File: src/rtl/nmi_line_pkg.sv
// Package: shared types and the address-layout table for the NMI line controller.
// Assumes LAYOUT is 0, 1 or 2; any other value falls back to layout 1.
package nmi_line_pkg;

    localparam int unsigned DATA_W = 32;

    // Trigger codes; the numbering is fixed by the programming model.
    typedef enum logic [1:0] {
        TRIG_LVL_LO    = 2'd0,
        TRIG_EDGE_FALL = 2'd1,
        TRIG_LVL_HI    = 2'd2,
        TRIG_EDGE_RISE = 2'd3
    } trig_mode_e;

    // Byte offset of the control word for a layout.
    function automatic int unsigned ctrl_offset(input int unsigned layout);
        ctrl_offset = 32'h00 + 0 * layout;
    endfunction

    // Byte offset of the pending word for a layout.
    function automatic int unsigned pend_offset(input int unsigned layout);
        pend_offset = (layout == 2) ? 32'h08 : 32'h04;
    endfunction

    // Byte offset of the enable word for a layout.
    function automatic int unsigned en_offset(input int unsigned layout);
        case (layout)
            0:       en_offset = 32'h34;
            2:       en_offset = 32'h04;
            default: en_offset = 32'h08;
        endcase
    endfunction

endpackage

File: src/rtl/nmi_sync.sv
// Module: multi-stage synchroniser for the asynchronous interrupt pin.
// Assumes STAGES >= 2. Every stage resets to RST_VAL so that the
// idle pin level produces no spurious event after reset.
module nmi_sync #(
    parameter int unsigned STAGES  = 2,
    parameter logic        RST_VAL = 1'b1
) (
    input  logic clk,
    input  logic rst_n,
    input  logic async_in,
    output logic sync_out
);

    logic [STAGES-1:0] chain_q;

    // Stage 0 captures the raw pin.
    always_ff @(posedge clk) begin
        if (!rst_n) chain_q[0] <= RST_VAL;
        else        chain_q[0] <= async_in;
    end

    // Remaining stages shift the captured value through.
    for (genvar g = 1; g < STAGES; g++) begin : g_stage
        always_ff @(posedge clk) begin
            if (!rst_n) chain_q[g] <= RST_VAL;
            else        chain_q[g] <= chain_q[g-1];
        end
    end

    assign sync_out = chain_q[STAGES-1];

endmodule

File: src/rtl/nmi_trig_detect.sv
// Module: applies the selected trigger condition to the synchronised pin.
// Assumes level_in is already in the clk domain. The previous-value flop
// resets to RST_VAL to match the synchroniser reset level.
module nmi_trig_detect
    import nmi_line_pkg::*;
#(
    parameter logic RST_VAL = 1'b1
) (
    input  logic       clk,
    input  logic       rst_n,
    input  logic       level_in,
    input  trig_mode_e mode,
    output logic       event_o
);

    logic prev_q;
    logic rise_w;
    logic fall_w;

    // Holds the previous synchronised sample for edge detection.
    always_ff @(posedge clk) begin
        if (!rst_n) prev_q <= RST_VAL;
        else        prev_q <= level_in;
    end

    assign rise_w = level_in & ~prev_q;
    assign fall_w = ~level_in & prev_q;

    // Selects the active condition from the trigger code.
    always_comb begin
        case (mode)
            TRIG_LVL_LO:    event_o = ~level_in;
            TRIG_EDGE_FALL: event_o = fall_w;
            TRIG_LVL_HI:    event_o = level_in;
            TRIG_EDGE_RISE: event_o = rise_w;
            default:        event_o = 1'b0;
        endcase
    end

endmodule

File: src/rtl/nmi_regs.sv
// Module: register decode plus the control, enable and pending state.
// Assumes single-cycle accesses. Offsets come from the layout table in
// the package. An event takes priority over a clear in the same cycle.
module nmi_regs
    import nmi_line_pkg::*;
#(
    parameter int unsigned LAYOUT = 1,
    parameter int unsigned ADDR_W = 8
) (
    input  logic              clk,
    input  logic              rst_n,
    input  logic              reg_sel,
    input  logic              reg_we,
    input  logic [ADDR_W-1:0] reg_addr,
    input  logic [DATA_W-1:0] reg_wdata,
    output logic [DATA_W-1:0] reg_rdata,
    input  logic              event_i,
    output trig_mode_e        mode_o,
    output logic [DATA_W-1:0] ctrl_o,
    output logic              pend_o,
    output logic              en_o
);

    localparam logic [ADDR_W-1:0] CTRL_A = ADDR_W'(ctrl_offset(LAYOUT));
    localparam logic [ADDR_W-1:0] PEND_A = ADDR_W'(pend_offset(LAYOUT));
    localparam logic [ADDR_W-1:0] EN_A   = ADDR_W'(en_offset(LAYOUT));

    logic [DATA_W-1:0] ctrl_q;
    logic              pend_q;
    logic              en_q;
    logic              hit_ctrl;
    logic              hit_pend;
    logic              hit_en;
    logic              clr_w;

    assign hit_ctrl = reg_sel & (reg_addr == CTRL_A);
    assign hit_pend = reg_sel & (reg_addr == PEND_A);
    assign hit_en   = reg_sel & (reg_addr == EN_A);
    assign clr_w    = hit_pend & reg_we & reg_wdata[0];

    // Control word: stores every bit written, for read-modify-write.
    always_ff @(posedge clk) begin
        if (!rst_n)                ctrl_q <= '0;
        else if (hit_ctrl && reg_we) ctrl_q <= reg_wdata;
    end

    // Enable bit: gates the request output.
    always_ff @(posedge clk) begin
        if (!rst_n)                en_q <= 1'b0;
        else if (hit_en && reg_we) en_q <= reg_wdata[0];
    end

    // Pending flag: set by an event, cleared by a one written to bit 0; the event wins.
    always_ff @(posedge clk) begin
        if (!rst_n) pend_q <= 1'b0;
        else        pend_q <= event_i | (pend_q & ~clr_w);
    end

    // Read multiplexer: unmapped offsets return zero.
    always_comb begin
        reg_rdata = '0;
        if (hit_ctrl)      reg_rdata = ctrl_q;
        else if (hit_pend) reg_rdata = {{(DATA_W-1){1'b0}}, pend_q};
        else if (hit_en)   reg_rdata = {{(DATA_W-1){1'b0}}, en_q};
    end

    assign mode_o = trig_mode_e'(ctrl_q[1:0]);
    assign ctrl_o = ctrl_q;
    assign pend_o = pend_q;
    assign en_o   = en_q;

endmodule

File: src/rtl/nmi_line_ctrl.sv
// Module: top of the single-line NMI controller. It chains the synchroniser,
// the trigger detector and the register block. Assumes nmi_pin is
// asynchronous to clk and that the pin idles high during reset.
module nmi_line_ctrl
    import nmi_line_pkg::*;
#(
    parameter int unsigned LAYOUT      = 1,
    parameter int unsigned ADDR_W      = 8,
    parameter int unsigned SYNC_STAGES = 2
) (
    input  logic              clk,
    input  logic              rst_n,
    input  logic              nmi_pin,
    input  logic              reg_sel,
    input  logic              reg_we,
    input  logic [ADDR_W-1:0] reg_addr,
    input  logic [31:0]       reg_wdata,
    output logic [31:0]       reg_rdata,
    output logic              irq_out
);

    localparam logic IDLE_LVL = 1'b1;

    logic              pin_sync;
    logic              trig_evt;
    trig_mode_e        mode_w;
    logic [DATA_W-1:0] ctrl_w;
    logic              pend_w;
    logic              en_w;

    nmi_sync #(.STAGES(SYNC_STAGES), .RST_VAL(IDLE_LVL)) u_sync (
        .clk      (clk),
        .rst_n    (rst_n),
        .async_in (nmi_pin),
        .sync_out (pin_sync)
    );

    nmi_trig_detect #(.RST_VAL(IDLE_LVL)) u_detect (
        .clk      (clk),
        .rst_n    (rst_n),
        .level_in (pin_sync),
        .mode     (mode_w),
        .event_o  (trig_evt)
    );

    nmi_regs #(.LAYOUT(LAYOUT), .ADDR_W(ADDR_W)) u_regs (
        .clk       (clk),
        .rst_n     (rst_n),
        .reg_sel   (reg_sel),
        .reg_we    (reg_we),
        .reg_addr  (reg_addr),
        .reg_wdata (reg_wdata),
        .reg_rdata (reg_rdata),
        .event_i   (trig_evt),
        .mode_o    (mode_w),
        .ctrl_o    (ctrl_w),
        .pend_o    (pend_w),
        .en_o      (en_w)
    );

    assign irq_out = pend_w & en_w;

endmodule

File: config.mk
export PLATFORM = sky130hd
export DESIGN_NAME = nmi_line_ctrl
export DESIGN_NICKNAME = d
export VERILOG_FILES = /design/src/rtl/nmi_line_pkg.sv /design/src/rtl/nmi_sync.sv /design/src/rtl/nmi_trig_detect.sv /design/src/rtl/nmi_regs.sv /design/src/rtl/nmi_line_ctrl.sv
export SDC_FILE = /design/constraint.sdc
export NUM_CORES = 1
export LEC_CHECK = 0
export BUFFER_PORTS_ARGS = -buffer_cell sky130_fd_sc_hd__buf_4
export CAP_MARGIN = 20
export CORE_UTILIZATION = 42
export CTS_CLUSTER_DIAMETER = 80
export DETAILED_ROUTE_END_ITERATION = 16
export MAX_ROUTING_LAYER = met4
export PLACE_DENSITY = 0.76
export SYNTH_ARGS = -nofsm -noshare
export SYNTH_HDL_FRONTEND = slang
export SYNTH_SLANG_ARGS = --single-unit
File: constraint.sdc
create_clock -name clk -period 2.1 [get_ports clk]
set_input_delay 0.42 -clock clk [delete_from_list [all_inputs] [get_ports clk]]
set_output_delay 0.42 -clock clk [all_outputs]
set_load 0.01 [all_outputs]
==> results of run 1 <==
[power by group through the flow]
stage | combinational [mW] | sequential, mW | clock, mW
final | 0.116 | 0.707 | 0.482
after global routing | 0.129 | 0.707 | 0.538
after CTS | 0.118 | 0.707 | 0.501
after detailed placement | 0.118 | 0.723 | 0
after global placement | 0.116 | 0.723 | 0
after floorplan | 0.0464 | 0.723 | 0
[kinds of logic (layout without fill, tap and decap cells)]
family	Yosys count	after routing
AOI/OAI and AO/OA	3	3
xor gates and xnor gates	2	2
buffers and inverters	18	92
DFF	37	37
muxes	34	34
and+or+nand+nor	113	113
[layer usage]
metal	wire length, microns	part of all wire [%]
met5	0	0
met4	34	0.94
met3	175	4.8
met2	1790	50
met1	1610	45
[through the flow]
stage               power (mW)  cell area (sq um)  TNS (ns)  hold slack, ns  worst slack [ns]
detailed placement       0.841               2400     -3.72           0.402            -0.133
global placement         0.839               2400     -3.34           0.392            -0.134
global route              1.37               2490     -6.19           0.337            -0.215
CTS                       1.33               2490     -3.92           0.337            -0.139
floorplan                0.769               1810    -0.383           0.386           -0.0128
finish                    1.31               2490     -3.43           0.341            -0.121
[what timing repair did]
| action | CTS | global route |
|---|---|---|
| resized for setup | 2 | 0 |
| gates cloned | 0 | 0 |
| setup endpoints to repair | 31 | 31 |
[registers in the layout, indices dropped and copies added, names as in the netlist]
name	cells
u_detect.prev_q	1
u_regs.ctrl_o	32
u_regs.en_o	1
u_regs.pend_o	1
u_sync.chain_q	1
u_sync.sync_out	1
[worst max-delay path, stage by stage]
cell,delay [ns]
buf_4,0.11
or4_4,0.54
nor4b_4,0.28
buf_6,0.19
and2_1,0.14
buf_4,0.12
[placed cells by master, fill, tap and decap left out, types with 2 or more instances in the layout]
| cell type | Yosys | layout |
|---|---|---|
| buf_6 | 1 | 2 |
| nand2_1 | 66 | 66 |
| mux2i_1 | 34 | 34 |
| nor2_1 | 2 | 2 |
| clkbuf_8 | 0 | 6 |
| nand2b_1 | 4 | 4 |
| dfxtp_1 | 37 | 37 |
| buf_4 | 0 | 79 |
| nor4_1 | 2 | 2 |
| and2_1 | 32 | 32 |
| inv_1 | 3 | 3 |
[worst paths after layout]
path | depth (start not counted) | to | slack (ns)
worst max-delay path | 6 | reg_rdata[16] | -0.12
worst min-delay path | 2 | u_sync.chain_q[0] | 0.34
worst max register to register | 3 | u_regs.pend_o | 1.25
worst min register to register | 1 | u_sync.sync_out | 0.41
[layout make-up]
| type | instances | area share (%) |
|---|---|---|
| well taps | 50 | 2.51 |
| flip-flops and latches | 37 | 29.7 |
| repair buffers | 82 | 25.5 |
| inverters | 3 | 0.452 |
| multi-input cells | 152 | 38.4 |
| clock buffers | 7 | 3.46 |
[synth_stat cells, types with 2 or more instances]
master | count | area share (%)
nor2_1 | 2 | 0.42
nor4_1 | 2 | 0.69
clkbuf_2 | 3 | 0.83
nand2_1 | 66 | 14
mux2i_1 | 34 | 19
and2_1 | 32 | 11
clkbuf_1 | 8 | 1.7
buf_8 | 3 | 2.5
inv_1 | 3 | 0.62
dfxtp_1 | 37 | 41
nand2b_1 | 4 | 1.4
==> metrics.md, run 1 <==
| Metric | Value |
|---|---|
| Routability cong. | `0.728` |
| DRC | `0` |
| Measured slew at the worst slew-check pin | `approximately 0.65 ns` |
| MaxCap Viol Count | `0` |
| Dpl hpwl | `2.57 mm` |
| Global Route Usage Sum | `between 10% and 20%` |
| Hold_sp | `nmi_pin` |
| Switching share of total power | `20.8%` |
| Clock power frac | `36.9%` |
| Sequential share of the synthesized area | `around 41%` |
| Slew Limit Fails | `0` |
| GRT overflow | `0` |
| Area Overhead vs Synth | `37.8%` |
| Post-CTS setup buffer count | `0` |
| Busiest grt layer | `met2` |
| Fin crit period | `2.22 ns` |
| Leak | `about 1.1 nW` |
| Sequential share of power | `54.2%` |
| Crit path DAT | `1.80 ns` |
| Net Sw Power | `272 uW` |
| Ratio of cells with drive above 1 in the final layout | `32.4%` |
| Synth Area in Adders | `0%` |
| Status | `complete, but fails checks` |
| First-pass iteration count of the detailed router | `4` |
| Largest family of logic cells by synthesized area | `simple AND/OR/NAND/NOR gates` |
| Fill count | `377` |
| Finished Layout Cells | `331` |
| WL final | `3.61 mm` |
| GRT met3 Usage | `4.90%` |
| Crit path from | `reg_addr[5]` |
| Final Core Density | `slightly above 60%` |
| Cell Pwr Density | `524 nW/um^2` |
| Critical Path RT | `around 1.7 ns` |
| Failing checks | `negative setup slack` |
| Crit end category | `primary output` |
| Vert. Die Dim | `67.6 microns` |
| Syn Std Cell Area | `1810 sq um` |
| Synth unique cells | `24` |
| Multi-input gate area | `956 sq um` |
| Die area | `4570 sq um` |
| Most used flip-flop cell after synthesis | `dfxtp_1` |
| Via count | `1542` |
| Die width | `approximately 68 microns` |
| Syn avg cell area | `8.74 sq um` |
| CTS Buf Count | `5` |
| Routing usage on met2 | `29.0%` |
| Largest net degree at the start of global routing | `71` |
| Clk sink count | `37` |
| Final ANT Viol Nets | `0` |
| Io pins | `78` |
| Synth Area in Simple Gates | `32.0%` |
| Ys async rst share | `0%` |
| Synthesis-stage register bit count | `37` |
| # rows | `23` |
| Syn nets | `252` |
| RSZ-0062 raised after global routing | `true` |
| Port Buf Inserts | `77` |
| Fin crit share | `106%` |
| Clk_skew | `0.00260 ns` |
| Final WS setup | `-0.121 ns` |
| R2r startpoint | `u_regs.ctrl_o[1]` |
| Slew HR | `56.4%` |
| Critical Path Source Type | `input pin` |
| Endpoints failing setup | `31` |
| Root Buffer | `clkbuf_8` |
| Max Fclk | `between 400 and 500 MHz` |
| Hold Fails Final Rpt | `0` |
| Clk buf depth | `2` |
| Initial antenna violation count | `0` |
| DR iter-0 viols | `67` |
| Worst skew pair latency | `roughly 0.28 ns` |
| Combinational fraction of design power | `under 10%` |
| Hold_buf cts | `0` |
| Worst hold path type | `in -> reg` |
| H-tree depth | `2` |
| Placed cells | `324` |
| N_diodes | `0` |
| Worst vdd ir | `0.371 mV` |
| First-pass GRT wire length | `5.69 mm` |
| Crit path kind | `in -> out` |
| Starting Density | `44.6%` |
| Nets | `326` |
| Count of flip-flops with a built-in enable after synthesis | `0` |
| Syn Inst Count | `between 200 and 250` |
| Core area | `4060 sq um` |
| Wire per inst | `10.9 microns` |
| Synth Area in Compound Gates | `1.04%` |
| Routing usage on met1 | `18.4%` |
| YS warnings | `0` |
| Clock-pin slew on the worst setup and hold paths | `0.06 ns` |
| Sequential cell area | `741 sq um` |
| Internal Power | `1.03 mW` |
| CP Max Fanout | `14` |
| Vias per cell | `4.66` |
| Post-synthesis xor/xnor area fraction | `less than 1%` |
| CTS tree | `yes` |
| Number of global-route vias before repair | `1378` |
| Mux share of post-synthesis cell area | `18.8%` |
No activity file was read; power rests on OpenSTA's default activity.
==> run 2: changes to the inputs <==
--- a/config.mk
+++ b/config.mk
@@ -14,4 +14,5 @@
 export PLACE_DENSITY = 0.76
 export SYNTH_ARGS = -nofsm -noshare
 export SYNTH_HDL_FRONTEND = slang
+export SYNTH_HIERARCHICAL = 1
 export SYNTH_SLANG_ARGS = --single-unit
==> metrics.md, run 2 <==
| Metric | Value |
|---|---|
| Count of flip-flops with a built-in enable after synthesis | `0 (unchanged)` |
| R2r startpoint | `u_regs/ctrl_o[0]` |
| Syn avg cell area | `8.83 sq um (+0.98%)` |
| DRC | `0 (unchanged)` |
| Clock power frac | `43.2% (+6.3 points)` |
| Post-CTS Resized | `0 (-2)` |
| Synthesis-stage register bit count | `37 (unchanged)` |
| CP cell instances | `buf_4 > nor4_4 > and3_2 > buf_4 > and2_1 > buf_4` |
| Most used cell, CP | `buf_4` |
| Final Core Density | `61.2% (-0.25 points)` |
| Via count | `1508 (-2.2%)` |
| DR iter-0 viols | `50 (-25%)` |
| Fin crit period | `1.97 ns (-0.252 ns)` |
| Global Route Usage Sum | `17.4% (+0.47 points)` |
| H-tree depth | `2 (unchanged)` |
| Final ANT Viol Nets | `0 (unchanged)` |
| Worst path depth | `6 (unchanged)` |
| Critical Path Source Type | `input pin` |
| Ratio of cells with drive above 1 in the final layout | `33.5% (+1.1 points)` |
| Leak | `1.08 nW (-1.3%)` |
| CTS Buf Count | `5 (unchanged)` |
| Core area | `4060 sq um (unchanged)` |
| Cell Pwr Density | `581 nW/um^2 (+11%)` |
| Synth unique cells | `25 (+4.2%)` |
| Post-CTS setup buffer count | `0 (unchanged)` |
| Number of global-route vias before repair | `1389 (+0.80%)` |
| WP buf/inv | `3 (unchanged)` |
| Slowest CP cell | `nor4_4` |
| Sequential share of the synthesized area | `40.9% (unchanged)` |
| # rows | `23 (unchanged)` |
| WL final | `3.60 mm (-0.17%)` |
| R2r endpoint | `u_regs/pend_o` |
| Worst hold path type | `in -> reg` |
| Clk sink count | `37 (unchanged)` |
| Synth area leader | `dfxtp_1` |
| Most used flip-flop cell after synthesis | `dfxtp_1` |
| YS warnings | `6 (+6)` |
| Die width | `67.6 microns (unchanged)` |
| GRT overflow | `0 (unchanged)` |
| Cell with the most instances after synthesis | `nand2_1` |
| Switching share of total power | `19.7% (-1.1 points)` |
| Hold Fails Final Rpt | `0 (unchanged)` |
| Clk_skew | `0.00494 ns (+0.00235 ns)` |
| Starting Density | `44.6% (unchanged)` |
| Max FFs per register | `32 (unchanged)` |
| Syn Std Cell Area | `1810 sq um (unchanged)` |
| Post-DP Area | `2370 sq um (-1.4%)` |
| Worst vdd ir | `0.398 mV (+7.4%)` |
| Io pins | `78 (unchanged)` |
| Combinational fraction of design power | `7.8% (-1.1 points)` |
| MaxCap Viol Count | `0 (unchanged)` |
| Clock-pin slew on the worst setup and hold paths | `0.06 ns (about the same)` |
| CP Max Fanout | `17 (+3)` |
| Fin crit share | `93.8% (-12 points)` |
| Top Family by Delay on Critical Path | `simple AND/OR/NAND/NOR gates` |
| RSZ-0062 raised after global routing | `false` |
| Ys async rst share | `0% (unchanged)` |
| Port Buf Inserts | `77 (unchanged)` |
| Net Sw Power | `284 uW (+4.6%)` |
| Slew HR | `59.4% (+3.0 points)` |
| Post-synth top area share | `40.9% (unchanged)` |
| Vias per cell | `4.60 (-1.3%)` |
| Hold-critical path depth | `2 (unchanged)` |
| Setup_tns | `0 ns (+3.43 ns)` |
| Root Buffer | `clkbuf_8` |
| Initial antenna violation count | `0 (unchanged)` |
| CTS tree | `yes` |
| Nets | `322 (-1.2%)` |
| Syn nets | `250 (-0.79%)` |
| Finished Layout Cells | `328 (-0.91%)` |
| Synth cell count leaders | `nand2_1 (66), dfxtp_1 (37), mux2i_1 (33)` |
| First-pass iteration count of the detailed router | `4 (unchanged)` |
| Largest net degree at the start of global routing | `70 (-1.4%)` |
| Hold_sp | `nmi_pin` |
| Crit end category | `primary output` |
| Crit path kind | `in -> out` |
| Endpoints failing setup | `0 (-100%)` |
| Top post-synthesis cells by area | `dfxtp_1 (41%), mux2i_1 (18%), nand2_1 (14%)` |
| First-pass GRT wire length | `5.79 mm (+1.7%)` |
| Max Fclk | `508 MHz (+13%)` |
| Worst skew pair latency | `0.28 ns (about the same)` |
| Critical Path RT | `1.68 ns (about the same)` |
| Max incr delay on CP | `0.32 ns (-0.22 ns)` |
| Hold EP | `u_sync/chain_q[0]` |
| R2R depth | `3 (unchanged)` |
| Area Overhead vs Synth | `37.2%` |
| Hold_buf cts | `0 (unchanged)` |
| Most common cell after layout, fill and taps aside | `buf_4` |
| Syn Inst Count | `205 (-0.97%)` |
| R2R Setup Slk | `0.96 ns (-0.29 ns)` |
| Dpl hpwl | `2.55 mm (-0.82%)` |
| Sequential share of power | `49.0% (-5.2 points)` |
| Routability cong. | `0.824 (+13%)` |
| Die area | `4570 sq um (unchanged)` |
| Measured slew at the worst slew-check pin | `0.609 ns (-0.0456 ns)` |
| Crit path DAT | `1.55 ns (-0.25 ns)` |
| Status | `complete, no violations` |
| Placed cells | `320 (-1.2%)` |
| Internal Power | `1.16 mW (+12%)` |
| Minimum hold slack | `0.336 ns (-0.00492 ns)` |
| Most frequent cells in the layout | `buf_4 (80), nand2_1 (66), dfxtp_1 (37), mux2i_1 (33), and2_1 (32)` |
| Clk buf depth | `2 (unchanged)` |
| Vert. Die Dim | `67.6 microns (unchanged)` |
| N_diodes | `0 (unchanged)` |
| Wire per inst | `11.0 microns (+0.75%)` |
| Slew Limit Fails | `0 (unchanged)` |
| Finished Cell Area | `2480 sq um (-0.40%)` |
## run 2: cell count changes in the layout (fill, tap and decap cells not counted), moves of 2 or more
cell | before | now
buf_6 | 2 | 0
nand4_1 | 0 | 2
nor4_1 | 2 | 0
inv_1 | 3 | 1
## run 2: through the flow
stage	setup WS, ns	power [mW]
after global placement	0.124	0.836
after detailed placement	0.118	0.837
after floorplan	0.410	0.763
after global routing	0.0277	1.50
after CTS	0.118	1.46
final	0.131	1.44
## run 2: layer usage
layer  vias to the layer above  wire length [microns]  track usage (%)
met4                         0                     47             7.18
met1                       649                   1680             20.0
met3                         4                    267             6.25
met5                         -                      0                -
met2                        52                   1610             27.4
li1                        803                      -                -
## run 2: layout make-up
type	instances	area, sq um
Fill cell	362	1580
Clock buffer	7	86.3
Clock inverter	1	30.0
Tap cell	50	62.6
Multi-Input combinational cell	151	938
Inverter	1	3.75
Timing Repair Buffer	81	621
Sequential cell	37	741
## run 2: worst max path at each step
stage	from	to	slack, ns
2_1_floorplan	reg_addr[5]	reg_rdata[10]	0.41
3_5_place_dp	reg_addr[5]	reg_rdata[16]	0.12
5_1_grt	reg_addr[5]	reg_rdata[7]	0.03
3_3_place_gp	reg_addr[5]	reg_rdata[29]	0.12
6_report	reg_addr[5]	reg_rdata[29]	0.13
4_1_cts	reg_addr[5]	reg_rdata[16]	0.12
## run 2: cell families after synthesis
group / count (synthesis) / share of synthesized area [%]
compound gates: 5 / 2.28
buf+inv: 17 / 7.26
flops: 37 / 40.9
mux: 34 / 18.9
simple gates: 112 / 30.6
## run 2: power by group through the flow
stage	registers [mW]	logic [mW]	clock network, mW
floorplan	0.722	0.0411	0
global placement	0.723	0.113	0
detailed placement	0.723	0.114	0
CTS	0.707	0.114	0.644
global route	0.707	0.125	0.664
finish	0.707	0.113	0.623
## run 2: worst reg2reg max path: stages, from the launching register on
cell and delay (ns):
dfxtp_1 0.39, a21boi_1 0.09, a22o_1 0.27, o31a_1 0.29
